`src/rtl/jtl_pkg.sv`:
```
package jtl_pkg;
  typedef enum logic [0:0] {
    LK_SEARCH = 1'b0,
    LK_HELD   = 1'b1
  } lock_state_e;
endpackage

```
`src/rtl/jtl_edge_sync.sv`:
```
module jtl_edge_sync #(
  parameter int SYNC_STAGES = 2,
  parameter int TO_W        = 20
) (
  input  logic            clk,
  input  logic            rst_n,
  input  logic            ref_in,
  input  logic [TO_W-1:0] cfg_timeout,
  output logic            edge_seen,
  output logic            stale
);
  localparam int SH_W = SYNC_STAGES + 1;
  localparam logic [TO_W-1:0] TO_MAX = {TO_W{1'b1}};

  logic [SH_W-1:0] shreg;
  logic [TO_W-1:0] idle_cnt;

  always_ff @(posedge clk) begin
    if (!rst_n) shreg <= '0;
    else        shreg <= {shreg[SH_W-2:0], ref_in};
  end

  assign edge_seen = shreg[SYNC_STAGES-1] & ~shreg[SYNC_STAGES];

  always_ff @(posedge clk) begin
    if (!rst_n)                 idle_cnt <= '0;
    else if (edge_seen)         idle_cnt <= '0;
    else if (idle_cnt != TO_MAX) idle_cnt <= idle_cnt + 1'b1;
  end

  assign stale = (idle_cnt >= cfg_timeout);

  assert_edge_spacing_R2: assert property (@(posedge clk) disable iff (!rst_n)
    edge_seen |=> !edge_seen);
endmodule

```
`src/rtl/jtl_phase_det.sv`:
```
module jtl_phase_det #(
  parameter int ACC_W = 32,
  parameter int ERR_W = 24
) (
  input  logic                    clk,
  input  logic                    rst_n,
  input  logic [ACC_W-1:0]        fw,
  input  logic                    edge_seen,
  input  logic                    stale,
  output logic                    frame_pulse,
  output logic                    upd,
  output logic signed [ERR_W-1:0] err
);
  localparam logic signed [ERR_W-1:0] ERR_MIN = {1'b1, {(ERR_W-1){1'b0}}};
  localparam logic signed [ERR_W-1:0] ERR_MAX = {1'b0, {(ERR_W-1){1'b1}}};

  logic [ACC_W-1:0]        acc;
  logic [ACC_W:0]          acc_sum;
  logic signed [ERR_W-1:0] phase_now;
  logic signed [ERR_W-1:0] err_now;

  assign acc_sum   = {1'b0, acc} + {1'b0, fw};
  assign phase_now = $signed(acc[ACC_W-1 -: ERR_W]);
  assign err_now   = (phase_now == ERR_MIN) ? ERR_MAX : -phase_now;

  always_ff @(posedge clk) begin
    if (!rst_n) begin
      acc         <= '0;
      frame_pulse <= 1'b0;
    end else begin
      acc         <= acc_sum[ACC_W-1:0];
      frame_pulse <= acc_sum[ACC_W];
    end
  end

  always_ff @(posedge clk) begin
    if (!rst_n) begin
      upd <= 1'b0;
      err <= '0;
    end else begin
      upd <= edge_seen & ~stale;
      if (edge_seen) err <= err_now;
    end
  end

  assert_frame_wrap_R8: assert property (@(posedge clk) disable iff (!rst_n)
    frame_pulse |-> (acc < $past(fw)));
  assert_err_not_min_R3: assert property (@(posedge clk) disable iff (!rst_n)
    upd |-> (err != ERR_MIN));
endmodule

```
`src/rtl/jtl_loop_filter.sv`:
```
module jtl_loop_filter #(
  parameter int FW_W = 32,
  parameter int ERR_W = 24,
  parameter int SH_W = 5
) (
  input  logic                    clk,
  input  logic                    rst_n,
  input  logic                    upd,
  input  logic signed [ERR_W-1:0] err,
  input  logic [FW_W-1:0]         cfg_fw_init,
  input  logic [FW_W-1:0]         cfg_fw_min,
  input  logic [FW_W-1:0]         cfg_fw_max,
  input  logic [FW_W-1:0]         cfg_slew_step,
  input  logic [SH_W-1:0]         cfg_kp_shift,
  input  logic [SH_W-1:0]         cfg_ki_shift,
  output logic [FW_W-1:0]         fw,
  output logic                    fw_valid
);
  localparam int IW = FW_W + 2;

  logic signed [IW-1:0] integ;
  logic signed [IW-1:0] err_x, lo, hi;
  logic signed [IW-1:0] i_sum, i_sat, t_sum, t_sat;
  logic [FW_W-1:0]      tgt, diff, fw_next;

  assign err_x = {{(IW-ERR_W){err[ERR_W-1]}}, err};
  assign lo    = $signed({2'b00, cfg_fw_min});
  assign hi    = $signed({2'b00, cfg_fw_max});

  always_comb begin
    i_sum = integ + (err_x >>> cfg_ki_shift);
    if (i_sum < lo)      i_sat = lo;
    else if (i_sum > hi) i_sat = hi;
    else                 i_sat = i_sum;
    t_sum = i_sat + (err_x >>> cfg_kp_shift);
    if (t_sum < lo)      t_sat = lo;
    else if (t_sum > hi) t_sat = hi;
    else                 t_sat = t_sum;
    tgt = t_sat[FW_W-1:0];
    if (tgt >= fw) begin
      diff    = tgt - fw;
      fw_next = (diff > cfg_slew_step) ? fw + cfg_slew_step : tgt;
    end else begin
      diff    = fw - tgt;
      fw_next = (diff > cfg_slew_step) ? fw - cfg_slew_step : tgt;
    end
  end

  always_ff @(posedge clk) begin
    if (!rst_n) begin
      integ    <= $signed({2'b00, cfg_fw_init});
      fw       <= cfg_fw_init;
      fw_valid <= 1'b0;
    end else begin
      fw_valid <= upd;
      if (upd) begin
        integ <= i_sat;
        fw    <= fw_next;
      end
    end
  end

  assert_strobe_single_R7: assert property (@(posedge clk) disable iff (!rst_n)
    fw_valid |=> !fw_valid);
  assert_word_moves_on_strobe_R7: assert property (@(posedge clk) disable iff (!rst_n)
    (fw != $past(fw)) |-> fw_valid);
  assert_slew_bound_R6: assert property (@(posedge clk) disable iff (!rst_n)
    fw_valid |-> (((fw >= $past(fw)) ? (fw - $past(fw)) : ($past(fw) - fw)) <= cfg_slew_step));
  assert_integ_in_range_R4: assert property (@(posedge clk) disable iff (!rst_n)
    fw_valid |-> ((integ >= lo) && (integ <= hi)));
endmodule

```
`src/rtl/jtl_lock_mon.sv`:
```
module jtl_lock_mon
  import jtl_pkg::*;
#(
  parameter int ERR_W      = 24,
  parameter int LOCK_CNT   = 16,
  parameter int UNLOCK_CNT = 4
) (
  input  logic                    clk,
  input  logic                    rst_n,
  input  logic                    upd,
  input  logic                    stale,
  input  logic signed [ERR_W-1:0] err,
  input  logic [ERR_W-2:0]        cfg_lock_thr,
  input  logic [ERR_W-2:0]        cfg_unlock_thr,
  output logic                    locked
);
  localparam int GW = $clog2(LOCK_CNT + 1);
  localparam int BW = $clog2(UNLOCK_CNT + 1);
  localparam logic [GW-1:0] GOOD_TOP = GW'(LOCK_CNT);
  localparam logic [BW-1:0] BAD_TOP  = BW'(UNLOCK_CNT);

  lock_state_e      state;
  logic [GW-1:0]    good_run, good_inc;
  logic [BW-1:0]    bad_run, bad_inc;
  logic [ERR_W-1:0] mag_full;
  logic [ERR_W-2:0] mag;
  logic             is_good, is_bad;

  assign mag_full = err[ERR_W-1] ? -err : err;
  assign mag      = mag_full[ERR_W-2:0];
  assign is_good  = mag < cfg_lock_thr;
  assign is_bad   = mag > cfg_unlock_thr;
  assign good_inc = (good_run == GOOD_TOP) ? GOOD_TOP : good_run + 1'b1;
  assign bad_inc  = bad_run + 1'b1;

  always_ff @(posedge clk) begin
    if (!rst_n) begin
      state    <= LK_SEARCH;
      good_run <= '0;
      bad_run  <= '0;
    end else if (stale) begin
      state    <= LK_SEARCH;
      good_run <= '0;
      bad_run  <= '0;
    end else if (upd) begin
      if (is_bad) begin
        good_run <= '0;
        if (bad_inc == BAD_TOP) begin
          state   <= LK_SEARCH;
          bad_run <= '0;
        end else begin
          bad_run <= bad_inc;
        end
      end else begin
        bad_run <= '0;
        if (is_good) begin
          good_run <= good_inc;
          if (good_inc == GOOD_TOP) state <= LK_HELD;
        end else begin
          good_run <= '0;
        end
      end
    end
  end

  assign locked = (state == LK_HELD);

  assert_stale_unlocks_R11: assert property (@(posedge clk) disable iff (!rst_n)
    stale |=> !locked);
  assert_lock_needs_update_R9: assert property (@(posedge clk) disable iff (!rst_n)
    $rose(locked) |-> $past(upd));
endmodule

```
`src/rtl/jitter_track_loop.sv`:
```
module jitter_track_loop #(
  parameter int FW_W        = 32,
  parameter int ERR_W       = 24,
  parameter int SH_W        = 5,
  parameter int TO_W        = 20,
  parameter int SYNC_STAGES = 2,
  parameter int LOCK_CNT    = 16,
  parameter int UNLOCK_CNT  = 4
) (
  input  logic              clk,
  input  logic              rst_n,
  input  logic              ref_in,
  input  logic [FW_W-1:0]   cfg_fw_init,
  input  logic [FW_W-1:0]   cfg_fw_min,
  input  logic [FW_W-1:0]   cfg_fw_max,
  input  logic [FW_W-1:0]   cfg_slew_step,
  input  logic [SH_W-1:0]   cfg_kp_shift,
  input  logic [SH_W-1:0]   cfg_ki_shift,
  input  logic [ERR_W-2:0]  cfg_lock_thr,
  input  logic [ERR_W-2:0]  cfg_unlock_thr,
  input  logic [TO_W-1:0]   cfg_timeout,
  output logic [FW_W-1:0]   fw_word,
  output logic              fw_valid,
  output logic              locked,
  output logic              frame_pulse
);
  logic                    edge_seen, stale, upd;
  logic signed [ERR_W-1:0] err;

  jtl_edge_sync #(.SYNC_STAGES(SYNC_STAGES), .TO_W(TO_W)) u_sync (
    .clk(clk), .rst_n(rst_n), .ref_in(ref_in), .cfg_timeout(cfg_timeout),
    .edge_seen(edge_seen), .stale(stale));

  jtl_phase_det #(.ACC_W(FW_W), .ERR_W(ERR_W)) u_pd (
    .clk(clk), .rst_n(rst_n), .fw(fw_word), .edge_seen(edge_seen), .stale(stale),
    .frame_pulse(frame_pulse), .upd(upd), .err(err));

  jtl_loop_filter #(.FW_W(FW_W), .ERR_W(ERR_W), .SH_W(SH_W)) u_lf (
    .clk(clk), .rst_n(rst_n), .upd(upd), .err(err),
    .cfg_fw_init(cfg_fw_init), .cfg_fw_min(cfg_fw_min), .cfg_fw_max(cfg_fw_max),
    .cfg_slew_step(cfg_slew_step), .cfg_kp_shift(cfg_kp_shift),
    .cfg_ki_shift(cfg_ki_shift), .fw(fw_word), .fw_valid(fw_valid));

  jtl_lock_mon #(.ERR_W(ERR_W), .LOCK_CNT(LOCK_CNT), .UNLOCK_CNT(UNLOCK_CNT)) u_lk (
    .clk(clk), .rst_n(rst_n), .upd(upd), .stale(stale), .err(err),
    .cfg_lock_thr(cfg_lock_thr), .cfg_unlock_thr(cfg_unlock_thr), .locked(locked));

  assert_no_strobe_when_stale_R11: assert property (@(posedge clk) disable iff (!rst_n)
    (stale && !edge_seen) |=> !upd);
endmodule

```
`config.mk`:
```
export PLATFORM = sky130hd
export DESIGN_NAME = jitter_track_loop
export DESIGN_NICKNAME = d
export VERILOG_FILES = /design/src/rtl/jtl_pkg.sv /design/src/rtl/jtl_edge_sync.sv /design/src/rtl/jtl_phase_det.sv /design/src/rtl/jtl_loop_filter.sv /design/src/rtl/jtl_lock_mon.sv /design/src/rtl/jitter_track_loop.sv
export SDC_FILE = /design/constraint.sdc
export NUM_CORES = 1
export LEC_CHECK = 0
export BUFFER_PORTS_ARGS = -buffer_cell sky130_fd_sc_hd__buf_4
export CAP_MARGIN = 20
export CELL_PAD_IN_SITES_DETAIL_PLACEMENT = 0
export CELL_PAD_IN_SITES_GLOBAL_PLACEMENT = 1
export CORE_MARGIN = 5
export CORE_UTILIZATION = 47
export DETAILED_ROUTE_END_ITERATION = 8
export PLACE_DENSITY = 0.9
export SLEW_MARGIN = 20
export SYNTH_ARGS = -nofsm -noshare
export SYNTH_HDL_FRONTEND = slang
export SYNTH_SLANG_ARGS = --single-unit
```
`constraint.sdc`:
```
create_clock -name clk -period 24.8 [get_ports clk]
set_input_delay 1.24 -clock clk [delete_from_list [all_inputs] [get_ports clk]]
set_output_delay 1.24 -clock clk [all_outputs]
set_load 0.005 [all_outputs]
```
# Yosys cells after proc, flatten, opt, wreduce, memory -nomap -nowiden
# Cells that the tools add are included.
# totals
ff_bits,157
out_inout_bits,35
# classes
addsub,12
order_cmp,10
eq_ne,7
n_shift,2
mux,22
bitwise,5
n_reduce_logical,5
# op_table
operator,n
2-to-1 mux 32 bit,9
subtractor 32 bit,3
adder 34 bit,2
greater-than comparator 34 x 33 -> 1 bit,2
less-than comparator 34 x 33 -> 1 bit,2
2-to-1 mux 34 bit,2
>>> shifter 24 x 5 -> 34 bit,2
greater-than comparator 32 bit,2
adder 32 x 32 -> 33 bit,1
adder 32 bit,1
greater-or-equal comparator 32 bit,1
"== test 24 bit, second input constant",1
2-to-1 mux 24 bit,1
negator 24 bit,1
greater-than comparator 23 bit,1
less-than comparator 23 bit,1
2-to-1 mux 23 bit,1
negator 23 bit,1
"adder 20 x 1 -> 20 bit, second input constant",1
greater-or-equal comparator 20 bit,1
"inequality test 20 bit, second input constant",1
2-to-1 mux 5 bit,3
"== test 5 bit, second input constant",2
2-to-1 mux 3 bit,2
11 further kinds,19

# Longest topological paths before layout
# logic_depth
ltp_word,15
ltp_mapped,97

# By module
# From an unflattened synthesis, not the netlist that was laid out.
# hier_totals
hier_cells,3812
area_unflattened_um2,28916.5
# modules_own_cells
mod,instances,cells_per_inst,area_per_inst_um2,seq_area_each_um2
jtl_loop_filter,1,2854,21257.9,1981.9
jtl_phase_det,1,463,3882.5,1161.1
jtl_lock_mon,1,286,2080.7,180.2
jtl_edge_sync,1,209,1695.4,460.4

# Least setup slack after synthesis
# Ideal clock, no wire load.
# synth_timing
kind,input -> register
start,input cfg_ki_shift[0]
end,"register u_lf.fw[18], data pin"
arrival_time_ps,17619
path_slack_ps,6911
stages,92
n_path_buf,8
cell_sequence,clkbuf_1 -> clkbuf_1 -> mux4_2 -> mux2_2 -> mux4_2 -> ha_1 -> inv_1 -> fa_1 -> inv_1 -> a21o_1 -> a21oi_1 -> o21bai_1 -> a31o_2 -> a211oi_1 -> nor2_1 -> and3_1 -> o21ai_0 -> nand2b_1 -> [... 56 more ...] -> ha_1 -> a21o_1 -> a21o_1 -> a21o_1 -> a21oi_1 -> nor2b_1 -> o21ai_0 -> nand2b_1 -> a211oi_1 -> a41oi_1 -> o21ai_0 -> or2_2 -> clkbuf_1 -> clkbuf_1 -> a2bb2oi_1 -> o22ai_1 -> a21oi_1 -> a21oi_1
# synth_via
elab_chain_len,15
word_cells_on_any_way,21
cone_classes,4 x add/sub; 7 x order compare; 1 x shift; 9 x mux
# synth_lines
item,line_no,text
"start, declared",jitter_track_loop.sv:18,"input logic [SH_W-1:0] cfg_ki_shift,"
>>> shifter 24 x 5 -> 34 bit (*),jtl_loop_filter.sv:31,i_sum = integ + (err_x >>> cfg_ki_shift);
adder 34 bit (*),jtl_loop_filter.sv:31,
greater-than comparator 34 x 33 -> 1 bit,jtl_loop_filter.sv:33,else if (i_sum > hi) i_sat = hi;
2-to-1 mux 34 bit,jtl_loop_filter.sv:33,
2-to-1 mux 34 bit (*),jtl_loop_filter.sv:32,if (i_sum < lo) i_sat = lo;
adder 34 bit (*),jtl_loop_filter.sv:35,t_sum = i_sat + (err_x >>> cfg_kp_shift);
greater-than comparator 34 x 33 -> 1 bit,jtl_loop_filter.sv:37,else if (t_sum > hi) t_sat = hi;
2-to-1 mux 32 bit,jtl_loop_filter.sv:37,
2-to-1 mux 32 bit (*),jtl_loop_filter.sv:36,if (t_sum < lo) t_sat = lo;
subtractor 32 bit (on tied branches),"jtl_loop_filter.sv:44, jtl_loop_filter.sv:41",
greater-than comparator 32 bit (on tied branches),"jtl_loop_filter.sv:45, jtl_loop_filter.sv:42",
2-to-1 mux 32 bit (on tied branches),"jtl_loop_filter.sv:45, jtl_loop_filter.sv:42",
2-to-1 mux 32 bit (*),jtl_loop_filter.sv:40,if (tgt >= fw) begin
2-to-1 mux 32 bit (*),jtl_loop_filter.sv:56,if (upd) begin
2-to-1 mux 32 bit (*),jtl_loop_filter.sv:50,if (!rst_n) begin
"end signal, assigned",jtl_loop_filter.sv:52,fw <= cfg_fw_init;
"end signal, assigned",jtl_loop_filter.sv:58,fw <= fw_next;
"end, declared",jtl_loop_filter.sv:16,"output logic [FW_W-1:0] fw,"
# Every way passes the cells marked *; elsewhere a longest branch is shown, timed or not. The select of a mux whose other input is x is not followed.
# A chain may end at the register's enable or synchronous reset.

# Worst setup path in the final report
# layout_timing
start,input cfg_ki_shift[0]
end,"register u_lf.fw[19], data pin"
# The elaborated chain is that of the path after synthesis.

==> results.py <==
metrics = {
    "outcome": {
        "status": "complete, no violations",
    },
    "placed_design": {
        "place_hpwl_mm": 84.9,
        "post-place-ws_ns": 3.64,
        "place_congestion": 1.06,
        "port-buffer-count": 241,
    },
    "timing": {
        "hold_violations": 0,
        "setup_tns_ns": 0,
        "post-route-min-period_ns": 21.24,
        "period_share": 0.857,
        "setup_viol": 0,
        "worst_clock_skew_ns": 0.0148,
        "relSlewSlack": 0.311,
        "slew_violations": 0,
        "tightest_slew_ns": 1.03,
        "hold_slack_ns": 0.463,
        "rsz0062_at_grt": "no",
        "fin_ws_ns": 3.56,
        "max_freq_mhz": 47.1,
    },
    "setup_path": {
        "regToRegSetupSlack_ns": 4.12,
        "crit_required_ns": 25.00,
        "path_class": "input port to flop",
        "r2r_end": "u_lf.fw[19]",
        "end_kind": "flop",
        "critPathLaunchType": "input port",
        "arrival_ns": 21.44,
        "slowest_stage": "a211oi_4",
        "regToRegStartpoint": "u_pd.err[22]",
        "critical-path-max-stage-delay_ns": 0.86,
        "worstPathMaxFanout": 28,
        "reg2reg_depth": 78,
    },
    "clock_tree": {
        "clkLatencyLatePin_ns": 0.48,
        "clkSlewWorstSetupHoldPaths_ns": 0.08,
        "cts_resized": 0,
        "post-cts-setup-buffers": 0,
        "cts_buffers": 17,
        "clockBufferDepth": 2,
        "cts.root.buffer_cell": "clkbuf_16",
        "htreeDepth": 4,
        "cts.sinks": 157,
        "cts_tree": "done",
        "postCtsHoldBufs": 0,
    },
    "logic_synthesis": {
        "async_flop_share": 0,
        "ys_ff_latch": 157,
        "netlist_area_sq_um": 27700,
        "avgSynthCellArea_sq_um": 7.75,
        "synth_edf_count": 64,
        "yosysUniqueCellTypes": 99,
        "yosysTopAreaCell": "ha_1",
        "dominantRegCellSynth": "dfxtp_1",
        "synth_top_area_frac": 0.215,
        "syn_nets": 4267,
        "netlist_top_cells_area": "ha_1 22%, edfxtp_1 6.9%, dfxtp_1 6.7%",
        "netlist_instances": 3577,
        "yosysWarnings": 0,
        "seq_area_frac_synth": 0.136,
    },
    "routing": {
        "drt_iter0_drc": 2915,
        "drtPass1Iterations": 6,
        "via_count": 27700,
        "wl_mm": 103,
        "antenna_left": 0,
        "wl_per_cell_um": 22.9,
        "via_per_inst": 6.18,
        "drcViolationCount": 0,
    },
    "global_route": {
        "grt_max_degree": 66,
        "grt_pass1_wl_mm": 154,
        "grt_overflow_total": 0,
        "antenna_found_initial": 5,
        "grt.total_usage": 0.308,
        "grt_pass1_vias": 25500,
    },
    "final_layout": {
        "nets": 4390,
        "final_cell_mix": "477 x ha_1, 357 x a21oi_1, 323 x inv_1",
        "final_common_cell": "ha_1",
        "area_growth_pct": 10.5,
        "layout-drive-gt1-share": 0.115,
    },
    "floorplanning": {
        "core_sq_um": 58700,
        "die_area_sq_um": 64000,
        "rows": 89,
        "die_x_um": 253,
        "die_y_um": 253,
        "io_pins": 242,
        "start_util": 0.473,
    },
    "hold_path": {
        "hold_class": "flop to flop",
        "holdCritStartpoint": "u_sync.shreg[0]",
        "holdPathStages": 1,
        "whs_endpoint": "u_sync.shreg[1]",
    },
    "flow_run": {
        "cap_violations": 0,
    },
}
[synthesized netlist by cell type, types with 34 or more instances]
cell type / number
clkbuf_1: 130
nand2b_1: 51
a21o_1: 180
dfxtp_1: 93
ha_1: 477
nand4_1: 55
mux2_2: 57
a31oi_1: 35
nand2_1: 196
o21bai_1: 35
edfxtp_1: 64
and3_1: 35
inv_1: 323
xor2_1: 70
o21a_1: 34
a21oi_1: 357
xnor2_1: 134
a211oi_1: 49
nand3_1: 40
nor2b_1: 47
o21ai_0: 235
mux2i_1: 104
nor3_1: 54
nor2_1: 287
[sequential cells by signal (all words and copies together) (netlist names)]
signal	count
u_pd.upd	1
u_lf.integ	34
u_sync.idle_cnt	20
u_lf.fw_valid	1
u_lf.fw	32
u_pd.err	24
u_lk.bad_run	3
u_pd.acc	32
u_sync.shreg	3
u_lk.good_run	5
u_lk.locked	1
u_pd.frame_pulse	1
[worst max-delay path by stage]
stage	start	to	slack, ns	cells after the start
floorplan	cfg_ki_shift[0]	u_lf.fw[18]	6.91	92
global placement	cfg_ki_shift[0]	u_lf.fw[3]	4.07	79
detailed placement	cfg_ki_shift[0]	u_lf.fw[1]	3.64	79
CTS	cfg_ki_shift[0]	u_lf.fw[19]	4.07	79
global route	cfg_ki_shift[0]	u_lf.fw[1]	2.19	79
finish	cfg_ki_shift[0]	u_lf.fw[19]	3.56	79
[metal layers]
| metal | vias to the layer above | routed length (um) | global-route usage |
|---|---|---|---|
| met3 | 214 | 9280 | 0.0634 |
| li1 | 13300 | - | - |
| met2 | 1159 | 43500 | 0.460 |
| met4 | 2 | 5190 | 0.137 |
| met1 | 13000 | 44700 | 0.428 |
| met5 | - | 13 | 0 |
[area by class of cell]
cell class | count | area (sq um)
diodes | 1 | 2.50
clock buffers | 17 | 425
clock inverters | 15 | 166
fillers | 5760 | 28000
inverters | 329 | 1230
multi-input cells | 2937 | 22100
flip-flops and latches | 157 | 3780
well taps | 773 | 967
repair buffers | 258 | 1940
[stage by stage]
stage	instance area (sq um)	std cells	utilization
6_report	30600	4487	0.522
5_1_grt	30600	4486	0.522
4_1_cts	30600	4486	0.522
3_5_place_dp	30000	4454	0.512
3_3_place_gp	30000	4454	0.512
2_1_floorplan	27700	3577	-
[worst max-delay path: cells and delay by family]
| kind | cells | cell delay [ns] |
|---|---|---|
| buffers and inverters | 7 | 1.91 |
| adder cells (fa/ha/maj) | 7 | 2.15 |
| XOR/XNOR | 3 | 0.40 |
| AND/OR/NAND/NOR | 15 | 3.66 |
| multiplexers | 5 | 1.70 |
| AO/OA/AOI/OAI | 42 | 10.28 |
[cell families (layout without fill, tap and decap cells)]
logic type               after synthesis  after routing  synth area share
other                                  1              2          0.000135
XOR/XNOR                             204            204            0.0644
multiplexers                         189            189            0.0834
adder cells (fa/ha/maj)              483            483             0.220
flip-flops                           157            157             0.136
AO/OA/AOI/OAI                       1181           1181             0.277
AND/OR/NAND/NOR                      879            879             0.152
buffers and inverters                483            619            0.0662
Power is left out: the tool's default activity adds up to more than one toggle a clock period on the data nets, which glitch-free logic cannot reach.
